===== config.mk =====
export PLATFORM = sky130hd
export DESIGN_NAME = adc_seq_ctrl
export DESIGN_NICKNAME = d
export VERILOG_FILES = /design/src/rtl/adc_seq_pkg.sv /design/src/rtl/adc_clk_div.sv /design/src/rtl/adc_trig_sel.sv /design/src/rtl/adc_scan_seq.sv /design/src/rtl/adc_seq_ctrl.sv
export SDC_FILE = /design/constraint.sdc
export NUM_CORES = 1
export LEC_CHECK = 0
export BUFFER_PORTS_ARGS = -buffer_cell sky130_fd_sc_hd__buf_2
export CAP_MARGIN = 10
export CORE_MARGIN = 2
export CORE_UTILIZATION = 41
export CTS_BUF_LIST = sky130_fd_sc_hd__clkbuf_16
export DETAILED_ROUTE_END_ITERATION = 8
export SYNTH_ARGS = -nofsm -noshare
export SYNTH_HDL_FRONTEND = slang
export SYNTH_HIERARCHICAL = 1
export SYNTH_SLANG_ARGS = --single-unit

===== constraint.sdc =====
create_clock -name clk -period 2.63 [get_ports clk]
set_input_delay 0.1315 -clock clk [delete_from_list [all_inputs] [get_ports clk]]
set_output_delay 0.1315 -clock clk [all_outputs]
set_load 0.005 [all_outputs]

===== src/rtl/adc_seq_pkg.sv =====
`timescale 1ns/1ps
package adc_seq_pkg;
   // register byte offsets
   localparam logic [5:0] A_CTRL   = 6'h00;
   localparam logic [5:0] A_GLOBAL = 6'h04;
   localparam logic [5:0] A_INTEN  = 6'h0C;
   localparam logic [5:0] A_CHAN0  = 6'h10;
   localparam logic [5:0] A_STATUS = 6'h30;

   // control word field positions
   localparam int CB_MASK  = 0;
   localparam int CB_DIV   = 8;
   localparam int CB_BURST = 16;
   localparam int CB_ACC   = 17;
   localparam int CB_OP    = 21;
   localparam int CB_START = 24;
   localparam int CB_EDGE  = 27;

   // result word field positions
   localparam int DB_RES_MSB = 15;
   localparam int DB_CH      = 24;
   localparam int DB_OVR     = 30;
   localparam int DB_DONE    = 31;

   // status word field positions
   localparam int SB_OVR = 8;
   localparam int SB_IRQ = 16;

   // start codes
   localparam logic [2:0] START_NOW   = 3'd1;
   localparam int         START_TRIG0 = 2;
endpackage


===== src/rtl/adc_clk_div.sv =====
`timescale 1ns/1ps
module adc_clk_div #(
   parameter int DIV_W = 8
) (
   input  logic             clk,
   input  logic             rst_n,
   input  logic             run,
   input  logic [DIV_W-1:0] div,
   output logic             tick
);
   logic [DIV_W-1:0] cnt_q;

   always_ff @(posedge clk or negedge rst_n) begin
      if (!rst_n) begin
         cnt_q <= '0;
         tick  <= 1'b0;
      end else if (!run) begin
         cnt_q <= '0;
         tick  <= 1'b0;
      end else if (cnt_q >= div) begin
         cnt_q <= '0;
         tick  <= 1'b1;
      end else begin
         cnt_q <= cnt_q + 1'b1;
         tick  <= 1'b0;
      end
   end
endmodule


===== src/rtl/adc_trig_sel.sv =====
`timescale 1ns/1ps
module adc_trig_sel
   import adc_seq_pkg::*;
#(
   parameter int NTRIG = 5
) (
   input  logic             clk,
   input  logic             rst_n,
   input  logic [NTRIG-1:0] trig_in,
   input  logic [2:0]       code,
   input  logic             fall,
   input  logic             enable,
   output logic             req
);
   logic [NTRIG-1:0] sync1_q, sync2_q, prev_q;
   logic [NTRIG-1:0] edge_v, hit_v;

   always_ff @(posedge clk or negedge rst_n) begin
      if (!rst_n) begin
         sync1_q <= '0;
         sync2_q <= '0;
         prev_q  <= '0;
      end else begin
         sync1_q <= trig_in;
         sync2_q <= sync1_q;
         prev_q  <= sync2_q;
      end
   end

   assign edge_v = fall ? (prev_q & ~sync2_q) : (sync2_q & ~prev_q);

   for (genvar k = 0; k < NTRIG; k++) begin : g_pin
      assign hit_v[k] = edge_v[k] && (code == 3'(START_TRIG0 + k));
   end

   assign req = enable && (|hit_v);
endmodule


===== src/rtl/adc_scan_seq.sv =====
`timescale 1ns/1ps
module adc_scan_seq #(
   parameter int NCH  = 8,
   parameter int CH_W = 3
) (
   input  logic            clk,
   input  logic            rst_n,
   input  logic            run,
   input  logic [NCH-1:0]  mask,
   input  logic            burst,
   input  logic            req,
   input  logic            conv_done,
   output logic            conv_start,
   output logic [CH_W-1:0] conv_ch,
   output logic            busy,
   output logic            wb
);
   logic [CH_W-1:0] last_q, low_ch, nxt_ch;
   logic            found, go;

   always_comb begin
      low_ch = '0;
      for (int i = NCH - 1; i >= 0; i--) begin
         if (mask[i]) low_ch = CH_W'(i);
      end
      nxt_ch = low_ch;
      found  = 1'b0;
      for (int i = 0; i < NCH; i++) begin
         if (!found && mask[i] && (i > int'(last_q))) begin
            nxt_ch = CH_W'(i);
            found  = 1'b1;
         end
      end
   end

   assign go = run && (|mask) && !busy && (burst || req);
   assign wb = busy && conv_done;

   always_ff @(posedge clk or negedge rst_n) begin
      if (!rst_n) begin
         busy       <= 1'b0;
         conv_start <= 1'b0;
         conv_ch    <= '0;
         last_q     <= CH_W'(NCH - 1);
      end else begin
         conv_start <= go;
         if (go) begin
            busy    <= 1'b1;
            conv_ch <= burst ? nxt_ch : low_ch;
            if (burst) last_q <= nxt_ch;
         end else if (wb) begin
            busy <= 1'b0;
         end
      end
   end
endmodule


===== src/rtl/adc_seq_ctrl.sv =====
`timescale 1ns/1ps
module adc_seq_ctrl
   import adc_seq_pkg::*;
#(
   parameter int  NCH   = 8,
   parameter int  NTRIG = 5,
   parameter int  RES_W = 10,
   parameter int  DIV_W = 8,
   localparam int CH_W  = (NCH > 1) ? $clog2(NCH) : 1
) (
   input  logic             clk,
   input  logic             rst_n,
   input  logic             bus_sel,
   input  logic             bus_wr,
   input  logic [5:0]       bus_addr,
   input  logic [31:0]      bus_wdata,
   output logic [31:0]      bus_rdata,
   input  logic [NTRIG-1:0] trig_in,
   output logic             conv_clk_en,
   output logic             conv_start,
   output logic [CH_W-1:0]  conv_ch,
   output logic [2:0]       conv_acc,
   input  logic             conv_done,
   input  logic [RES_W-1:0] conv_result,
   output logic             irq
);
   // elaboration-time parameter checks
   if (NCH < 1 || NCH > 8) begin : g_bad_nch
      $error("NCH must lie in 1..8");
   end
   if (NTRIG < 1 || NTRIG > 5) begin : g_bad_ntrig
      $error("NTRIG must lie in 1..5");
   end
   if (RES_W < 1 || RES_W > 10) begin : g_bad_res
      $error("RES_W must lie in 1..10");
   end
   if (DIV_W < 1 || DIV_W > 8) begin : g_bad_div
      $error("DIV_W must lie in 1..8");
   end

   logic rd_en, wr_en, wr_ctrl, wr_inten, rd_glb;
   assign rd_en    = bus_sel && !bus_wr;
   assign wr_en    = bus_sel && bus_wr;
   assign wr_ctrl  = wr_en && (bus_addr == A_CTRL);
   assign wr_inten = wr_en && (bus_addr == A_INTEN);
   assign rd_glb   = rd_en && (bus_addr == A_GLOBAL);

   // control fields
   logic [NCH-1:0]   mask_q;
   logic [DIV_W-1:0] div_q;
   logic             burst_q, op_q, fall_q, sw_req_q;
   logic [2:0]       acc_q, start_q;
   logic [NCH-1:0]   inten_q;

   always_ff @(posedge clk or negedge rst_n) begin
      if (!rst_n) begin
         mask_q   <= '0;
         div_q    <= '0;
         burst_q  <= 1'b0;
         acc_q    <= '0;
         op_q     <= 1'b0;
         start_q  <= '0;
         fall_q   <= 1'b0;
         sw_req_q <= 1'b0;
         inten_q  <= '0;
      end else begin
         sw_req_q <= wr_ctrl && (bus_wdata[CB_START +: 3] == START_NOW);
         if (wr_ctrl) begin
            mask_q  <= bus_wdata[CB_MASK +: NCH];
            div_q   <= bus_wdata[CB_DIV +: DIV_W];
            burst_q <= bus_wdata[CB_BURST];
            acc_q   <= bus_wdata[CB_ACC +: 3];
            op_q    <= bus_wdata[CB_OP];
            start_q <= bus_wdata[CB_START +: 3];
            fall_q  <= bus_wdata[CB_EDGE];
         end
         if (wr_inten) inten_q <= bus_wdata[NCH-1:0];
      end
   end

   wire unused_wdata = ^bus_wdata;

   // converter-side helpers
   logic trig_req, seq_busy, seq_wb;

   adc_clk_div #(.DIV_W(DIV_W)) u_div (
      .clk   (clk),
      .rst_n (rst_n),
      .run   (op_q),
      .div   (div_q),
      .tick  (conv_clk_en)
   );

   adc_trig_sel #(.NTRIG(NTRIG)) u_trig (
      .clk     (clk),
      .rst_n   (rst_n),
      .trig_in (trig_in),
      .code    (start_q),
      .fall    (fall_q),
      .enable  (!burst_q),
      .req     (trig_req)
   );

   adc_scan_seq #(.NCH(NCH), .CH_W(CH_W)) u_seq (
      .clk        (clk),
      .rst_n      (rst_n),
      .run        (op_q),
      .mask       (mask_q),
      .burst      (burst_q),
      .req        (sw_req_q || trig_req),
      .conv_done  (conv_done),
      .conv_start (conv_start),
      .conv_ch    (conv_ch),
      .busy       (seq_busy),
      .wb         (seq_wb)
   );

   assign conv_acc = acc_q;

   // per-channel result storage
   logic [RES_W-1:0] res_a  [NCH];
   logic             done_a [NCH];
   logic             ovr_a  [NCH];
   logic [NCH-1:0]   done_v, ovr_v, rd_ch;

   for (genvar n = 0; n < NCH; n++) begin : g_ch
      assign rd_ch[n]  = rd_en && (bus_addr == A_CHAN0 + 6'(4 * n));
      assign done_v[n] = done_a[n];
      assign ovr_v[n]  = ovr_a[n];

      always_ff @(posedge clk or negedge rst_n) begin
         if (!rst_n) begin
            res_a[n]  <= '0;
            done_a[n] <= 1'b0;
            ovr_a[n]  <= 1'b0;
         end else if (seq_wb && (conv_ch == CH_W'(n))) begin
            res_a[n]  <= conv_result;
            done_a[n] <= 1'b1;
            ovr_a[n]  <= (ovr_a[n] || done_a[n]) && !rd_ch[n];
         end else if (rd_ch[n]) begin
            done_a[n] <= 1'b0;
            ovr_a[n]  <= 1'b0;
         end
      end
   end

   // global latest result
   logic [RES_W-1:0] gres_q;
   logic [CH_W-1:0]  gch_q;
   logic             gdone_q;

   always_ff @(posedge clk or negedge rst_n) begin
      if (!rst_n) begin
         gres_q  <= '0;
         gch_q   <= '0;
         gdone_q <= 1'b0;
      end else if (seq_wb) begin
         gres_q  <= conv_result;
         gch_q   <= conv_ch;
         gdone_q <= 1'b1;
      end else if (rd_glb) begin
         gdone_q <= 1'b0;
      end
   end

   assign irq = |(done_v & inten_q);

   // read multiplexer
   always_comb begin
      bus_rdata = '0;
      case (bus_addr)
         A_CTRL: begin
            bus_rdata[CB_MASK +: NCH]   = mask_q;
            bus_rdata[CB_DIV +: DIV_W]  = div_q;
            bus_rdata[CB_BURST]         = burst_q;
            bus_rdata[CB_ACC +: 3]      = acc_q;
            bus_rdata[CB_OP]            = op_q;
            bus_rdata[CB_START +: 3]    = start_q;
            bus_rdata[CB_EDGE]          = fall_q;
         end
         A_GLOBAL: begin
            bus_rdata[DB_RES_MSB -: RES_W] = gres_q;
            bus_rdata[DB_CH +: CH_W]       = gch_q;
            bus_rdata[DB_DONE]             = gdone_q;
         end
         A_INTEN: bus_rdata[NCH-1:0] = inten_q;
         A_STATUS: begin
            bus_rdata[NCH-1:0]       = done_v;
            bus_rdata[SB_OVR +: NCH] = ovr_v;
            bus_rdata[SB_IRQ]        = irq;
         end
         default: begin
            for (int n = 0; n < NCH; n++) begin
               if (bus_addr == A_CHAN0 + 6'(4 * n)) begin
                  bus_rdata[DB_RES_MSB -: RES_W] = res_a[n];
                  bus_rdata[DB_OVR]              = ovr_a[n];
                  bus_rdata[DB_DONE]             = done_a[n];
               end
            end
         end
      endcase
   end
endmodule


==> results.md, run 1 <==
- PortBufs: 86
- Post-synth ARST share: 1.00
- Grt total ovfl: 0
- Pin count of the biggest net entering global routing: 70
- Core box area: approximately 0.021 mm2
- HP Class: input port to flip-flop
- Via Count: between 6000 and 7000
- Post-CTS Resized: 0
- Total track usage: 0.205
- Sequential-to-total area share from yosys stat: 0.510
- Most common cell after layout, fill and taps aside: dfrtp_1
- Detailed-route wire length: about 22000 um
- Final ANT Viol Nets: 0
- Hold-fix buffers, CTS: 38
- Net Sw Frac: 0.262
- DP HPWL: between 15000 and 20000 um
- Sequential share of power: 0.489
- Ys flop type: dfrtp_1
- Post-route setup TNS: 0 ns
- Placed cells: 1132
- EDFF count, synth: 0
- Drt drc: 0
- Post-Syn Area: 0.00864 mm2
- CP Buf/Inv Count: 1
- Crit path kind: flip-flop to flip-flop
- Worst slew pin tran: approximately 0.61 ns
- Starting Density: 0.415
- Combinational cell fraction of total power: 0.100
- Worst vdd ir: just over 400 uV
- Area growth, synth to finish: 20.2%
- Setup Viol. Count Final: 0
- CTS tree: built
- Net switching power: ~1600 uW
- P_int: 4450 uW
- Worst Path Required: 2.94 ns
- RSZ-0062 raised after global routing: false
- Clock power share: 0.411
- Worst rel slew slack: 0.590
- Slowest cell delay on critical path: between 0.4 and 0.5 ns
- CTS Buf Count: 17
- Synth unique cells: 81
- Die H: 149 um
- PwrDens: 580 mW/mm2
- Clock Tree Root: clkbuf_16
- Postcts setup bufs: 0
- GP Congestion: 0.848
- H-tree levels: 4
- Number of max-cap violations: 0
- Slowest CP cell: dfrtp_1
- Mapped Avg Cell Area: 10.9 um2
- WL/cell: around 18 um
- First-pass GRT wire length: around 35000 um
- Ys Warns: 6
- Crit share post-route: 0.850
- Commonest non-fill, non-tap cells in the layout: dfrtp_1 (173), nand2_1 (152), buf_2 (85)
- Crit path max-delay family: compound AO/OA/AOI/OAI gates
- Syn Inst Count: between 700 and 800
- Layout cells sized above 1: 0.273
- Skew-Pair Late Insertion Delay: about 0.43 ns
- Vias per cell: between 5 and 6
- DIE WIDTH: 149 um
- Design Area, Final: 0.0104 mm2
- Status: completed
- CP endpoint kind: flip-flop
- Startpoint Class: flip-flop
- Num ports: a little under 100
- #FFs+latches synth: roughly 180
- Non-filler cells, final: between 1000 and 1500
- # clock sinks: ~180
- Row count: between 50 and 60
- Clock Pin Slew Worst Setup and Hold Paths: 0.07 ns
- Initial DRC count: 452
- CP Cell Sequence: nor2b_4 -> a41oi_1 -> o21ai_0 -> o211a_1 -> or2_2 -> o21ai_2 -> inv_2 -> mux2_4
- Initial antenna violation count: 2
- Critical Path Fanout Max: 8
- # nets final: slightly below 1000
- Max clock buf depth: 2
- Max Clock Skew: ~0.012 ns
- Critical Path AT: 2.55 ns
- Dpl cell area: between 0.009 and 0.01 mm2
- DRT Pass-1 Iters: 6
- Vias in the first global route: approximately 6300
- Die area: ~0.022 mm2
- Tmin final: about 2.2 ns
- Fin. max-slew vios: 0
- Lkg Pwr: 0.00507 uW
- Fmax: between 400 and 500 MHz
- Final Hold Vio Count: 0
## layer usage
metal	GRT usage	wire length (um)	vias up
li1	-	-	3067
met1	0.293	10400	3229
met2	0.319	10100	164
met3	0.0407	1040	20
met4	0.0538	290	2
met5	0	13	-
## power groups by stage
stage                     Clock, uW  Sequential (uW)  Combinational (uW)
after floorplan                   0             2950                 374
after global placement            0             2990                 562
after detailed placement          0             3000                 564
after CTS                      2540             2950                 611
after global routing           2650             2960                 672
final                          2480             2950                 606
## worst paths after layout
| path | from | end | slack [ns] | cells past startpoint |
|---|---|---|---|---|
| max in group asynchronous | rst_n | u_seq/last_q[2] | 1.66 | 3 |
| worst max register to register | start_q[2] | u_seq/conv_ch[2] | 0.39 | 8 |
| worst min register to register | u_trig/sync1_q[2] | u_trig/sync2_q[2] | 0.34 | 0 |
| min in group asynchronous | rst_n | res_a[51] | 0.21 | 2 |
| worst min-delay path | conv_result[2] | res_a[42] | 0.02 | 3 |
| worst max-delay path | start_q[2] | u_seq/conv_ch[2] | 0.39 | 8 |
## registers in the layout (all words and copies together), names as in the netlist, 3 cells and up
| register | flops |
|---|---|
| res_a | 80 |
| gres_q | 10 |
| div_q | 8 |
| done_a | 8 |
| inten_q | 8 |
| mask_q | 8 |
| ovr_a | 8 |
| u_div/cnt_q | 8 |
| u_trig/prev_q | 5 |
| u_trig/sync1_q | 5 |
| u_trig/sync2_q | 5 |
| conv_acc | 3 |
| gch_q | 3 |
| start_q | 3 |
| u_seq/conv_ch | 3 |
| u_seq/last_q | 3 |
## through the flow
step | utilization | power, uW | setup WS (ns) | hold slack [ns]
floorplan | - | 3320 | 0.626 | -0.164
global placement | 0.453 | 3560 | 0.454 | 0.108
detailed placement | 0.453 | 3560 | 0.429 | 0.108
CTS | 0.499 | 6100 | 0.417 | 0.00755
global route | 0.499 | 6290 | 0.313 | 0.0248
finish | 0.499 | 6030 | 0.395 | 0.0241
## cell type report
| cell class | instances | area, um2 |
|---|---|---|
| antenna | 2 | 5.00 |
| inverter | 25 | 93.8 |
| multi-input combinational | 541 | 3910 |
| sequential | 176 | 4410 |
| fill | 1928 | 10400 |
| clock inverter | 15 | 150 |
| timing repair buffer | 153 | 1060 |
| clock buffer | 17 | 425 |
| tap | 275 | 344 |
## cell usage after synthesis, types with 11 or more instances
| cell | n | area [um2] |
|---|---|---|
| nor3_1 | 13 | 65.1 |
| o221ai_1 | 11 | 96.3 |
| dfrtp_1 | 173 | 4330 |
| o211ai_1 | 11 | 82.6 |
| nor2_1 | 30 | 113 |
| a21oi_1 | 29 | 145 |
| clkbuf_1 | 37 | 139 |
| mux2_1 | 19 | 214 |
| mux2_2 | 66 | 743 |
| inv_1 | 24 | 90.1 |
| nand2_1 | 152 | 571 |
| a22oi_1 | 21 | 158 |
| a21o_1 | 11 | 82.6 |
## kinds of logic (layout without fill, tap and decap cells)
family,count (synthesis),count (layout),synth area share
and+or+nand+nor,270,270,0.150
xor gates and xnor gates,6,6,0.00608
DFF,176,176,0.510
other,1,7,0.000434
muxes,100,100,0.142
adders and majority gates,10,10,0.0142
buffers and inverters,82,210,0.0417
AOI/OAI and AO/OA,150,150,0.136
## worst min-delay path: cells and delay by family
family	cells	cell delay [ns]
buffers and inverters	1	0.17
and+or+nand+nor	2	0.11
(Power assumes the default switching activity.)
==> inputs of run 2 (changes only) <==
Clock period 2.63 ns to 1.95 ns, I/O delays scaled along.
==> run 2 against run 1 <==
Net effect:
- the run now ends with setup timing left
- wire length up 9.0%
- design area up 6.5%
- core utilization up 3.2 points
- clock skew down 0.0055 ns
- critical path depth down 4
- sequential share of layout area down 2.6 points
- critical path type is now flip-flop to output port
- highest routed layer is now met4
==> results.md, run 2 (synthesis results as in run 1) <==
- Non-filler cells, final: 1258 (+4.5%)
- Drt drc: 0 (unchanged)
- Setup Viol. Count Final: 8 (+8)
- Worst rel slew slack: 0.615 (+0.0254)
- CP Cell Sequence: mux4_2 -> a221oi_2 -> o211ai_1 -> buf_2
- Net Sw Frac: 0.260 (-0.00117)
- Core box area: 0.0208 mm2 (unchanged)
- Min Hold Slack: 0.187 ns (+0.163 ns)
- Placed cells: 1173 (+3.6%)
- Worst vdd ir: 598 uV (+48%)
- Starting Density: 0.415 (unchanged)
- Power Total: 8390 uW (+39%)
- Fillcell total: 1858 (-3.6%)
- Clock Pin Slew Worst Setup and Hold Paths: 0.07 ns (about the same)
- Max Clock Skew: 0.00625 ns (-0.00549 ns)
- GP Congestion: 0.874 (+3.1%)
- Grt total ovfl: 0 (unchanged)
- DRT Pass-1 Iters: 5 (-1)
- RSZ-0062 raised after global routing: true
- Final Hold Vio Count: 0 (unchanged)
- Detailed-route wire length: 23800 um (+9.0%)
- Via Count: 6852 (+5.7%)
- Tmin final: 2.06 ns
- Fin. max-slew vios: 0 (unchanged)
- Clock Tree Root: clkbuf_16
- Number of max-cap violations: 0 (unchanged)
- CTS Buf Count: 17 (unchanged)
- Commonest non-fill, non-tap cells in the layout: dfrtp_1 (171), nand2_1 (151), buf_2 (85)
- Number of flip-flops in the largest register: 80 (unchanged)
- Total track usage: 0.226 (+0.0218)
- Combinational cell fraction of total power: 0.117 (+0.017)
- Slowest CP cell: mux4_2
- Max clock buf depth: 2 (unchanged)
- Place WS: -0.134 ns (-0.563 ns)
- Final Util: 0.531 (+0.0323)
- WL/cell: 18.9 um (+4.3%)
- First-pass GRT wire length: 38500 um (+9.3%)
- CP endpoint kind: output port
- Largest regs: res_a: 80 flops, gres_q: 10 flops
- Die H: 149 um (unchanged)
- Sequential share of power: 0.471 (-0.018)
- Critical Path AT: 1.97 ns (-0.58 ns)
- Area growth, synth to finish: 28.0%
- Pin count of the biggest net entering global routing: 49 (-30%)
- P_int: 6200 uW (+39%)
- Crit path kind: flip-flop to output port
- Worst slew pin tran: 0.570 ns (-0.0375 ns)
- Skew-Pair Late Insertion Delay: 0.44 ns (about the same)
- PortBufs: 86 (unchanged)
- HP Class: input port to async pin
- # nets final: 1037 (+5.7%)
- Fmax: 485 MHz
- Net switching power: 2180 uW (+38%)
- Worst Path Required: 1.85 ns (-1.09 ns)
- Initial DRC count: 519 (+15%)
- Lkg Pwr: 0.00542 uW (+6.9%)
- DIE WIDTH: 149 um (unchanged)
- Failing checks: setup timing
- Slowest cell delay on critical path: 0.48 ns (about the same)
- Vias per cell: 5.45 (+1.2%)
- Critical Path Fanout Max: 2 (-6)
- PnR worst setup slack: -0.113 ns (-0.507 ns)
- Num ports: 99 (unchanged)
- Largest Register: res_a
- Clock power share: 0.412 (about the same)
- Antenna Cells: 0 (-2)
- Vias in the first global route: 6742 (+6.2%)
- Final ANT Viol Nets: 0 (unchanged)
- PwrDens: 758 mW/mm2 (+31%)
- H-tree levels: 4 (unchanged)
- DP HPWL: 16700 um (+8.6%)
- Status: finished, violations left
- Die area: 0.0223 mm2 (unchanged)
- Startpoint Class: flip-flop
- Crit share post-route: 1.06
- Most common cell after layout, fill and taps aside: dfrtp_1
- Row count: 53 (unchanged)
- # clock sinks: 176 (unchanged)
- Initial antenna violation count: 0 (-2)
- Layout cells sized above 1: 0.333 (+0.0597)
- CTS tree: built
[run 2: power groups by stage]
stage	sequential [uW]	combinational, uW	clock [uW]
after detailed placement	4020	864	0
after CTS	3950	970	3520
final	3950	977	3460
after global routing	3970	1080	3670
after global placement	4010	862	0
after floorplan	3980	507	0
[run 2: per-layer routing]
metal / vias up / track usage / routed length (um)
li1: 3194 / - / -
met1: 3432 / 0.329 / 11200
met2: 205 / 0.351 / 11000
met3: 21 / 0.0398 / 1340
met4: 0 / 0.0605 / 268
met5: - / 0 / 0
[run 2: timing repair]
action	in CTS	in global routing
gates resized for setup	24	11
setup endpoints to repair	14	20
hold buffers	42	0
buffers inserted	7	5
hold endpoints to repair	121	0
cloned	0	0
pin swaps	24	8
[run 2: area by class of cell]
cell class	count	area (um2)	area share
Sequential cell	176	4410	0.399
Inverter	25	93.8	0.00848
Clock inverter	15	160	0.0145
Clock buffer	17	425	0.0384
Timing Repair Buffer	209	1580	0.143
Multi-Input combinational cell	541	4050	0.366
Tap cell	275	344	0.0311
[run 2: metrics by stage]
step / setup TNS (ns) / cell area [um2]
2_1_floorplan: -0.0325 / 8670
3_3_place_gp: -0.195 / 9820
3_5_place_dp: -0.410 / 9820
4_1_cts: -0.386 / 11000
5_1_grt: -0.999 / 11100
6_report: -0.331 / 11100
[run 2: worst paths after layout]
| kind | start | end | slack, ns | depth (start not counted) |
|---|---|---|---|---|
| hold reg to reg | u_trig/sync1_q[2] | u_trig/sync2_q[2] | 0.35 | 0 |
| max in group asynchronous | rst_n | inten_q[2] | 1.08 | 3 |
| setup / recovery | res_a[49] | bus_rdata[15] | -0.11 | 4 |
| setup reg to reg | start_q[1] | u_seq/conv_ch[2] | -0.04 | 8 |
| min in group clk | bus_wr | ovr_a[0] | 0.19 | 4 |
| hold / removal | rst_n | res_a[41] | 0.19 | 2 |
[run 2: worst max-delay path, delay by kind of cell, from the launching register on]
family	cells	cell delay, ns
AOI/OAI and AO/OA	2	0.47
buffers and inverters	1	0.19
muxes	1	0.48
DFF	1	0.38
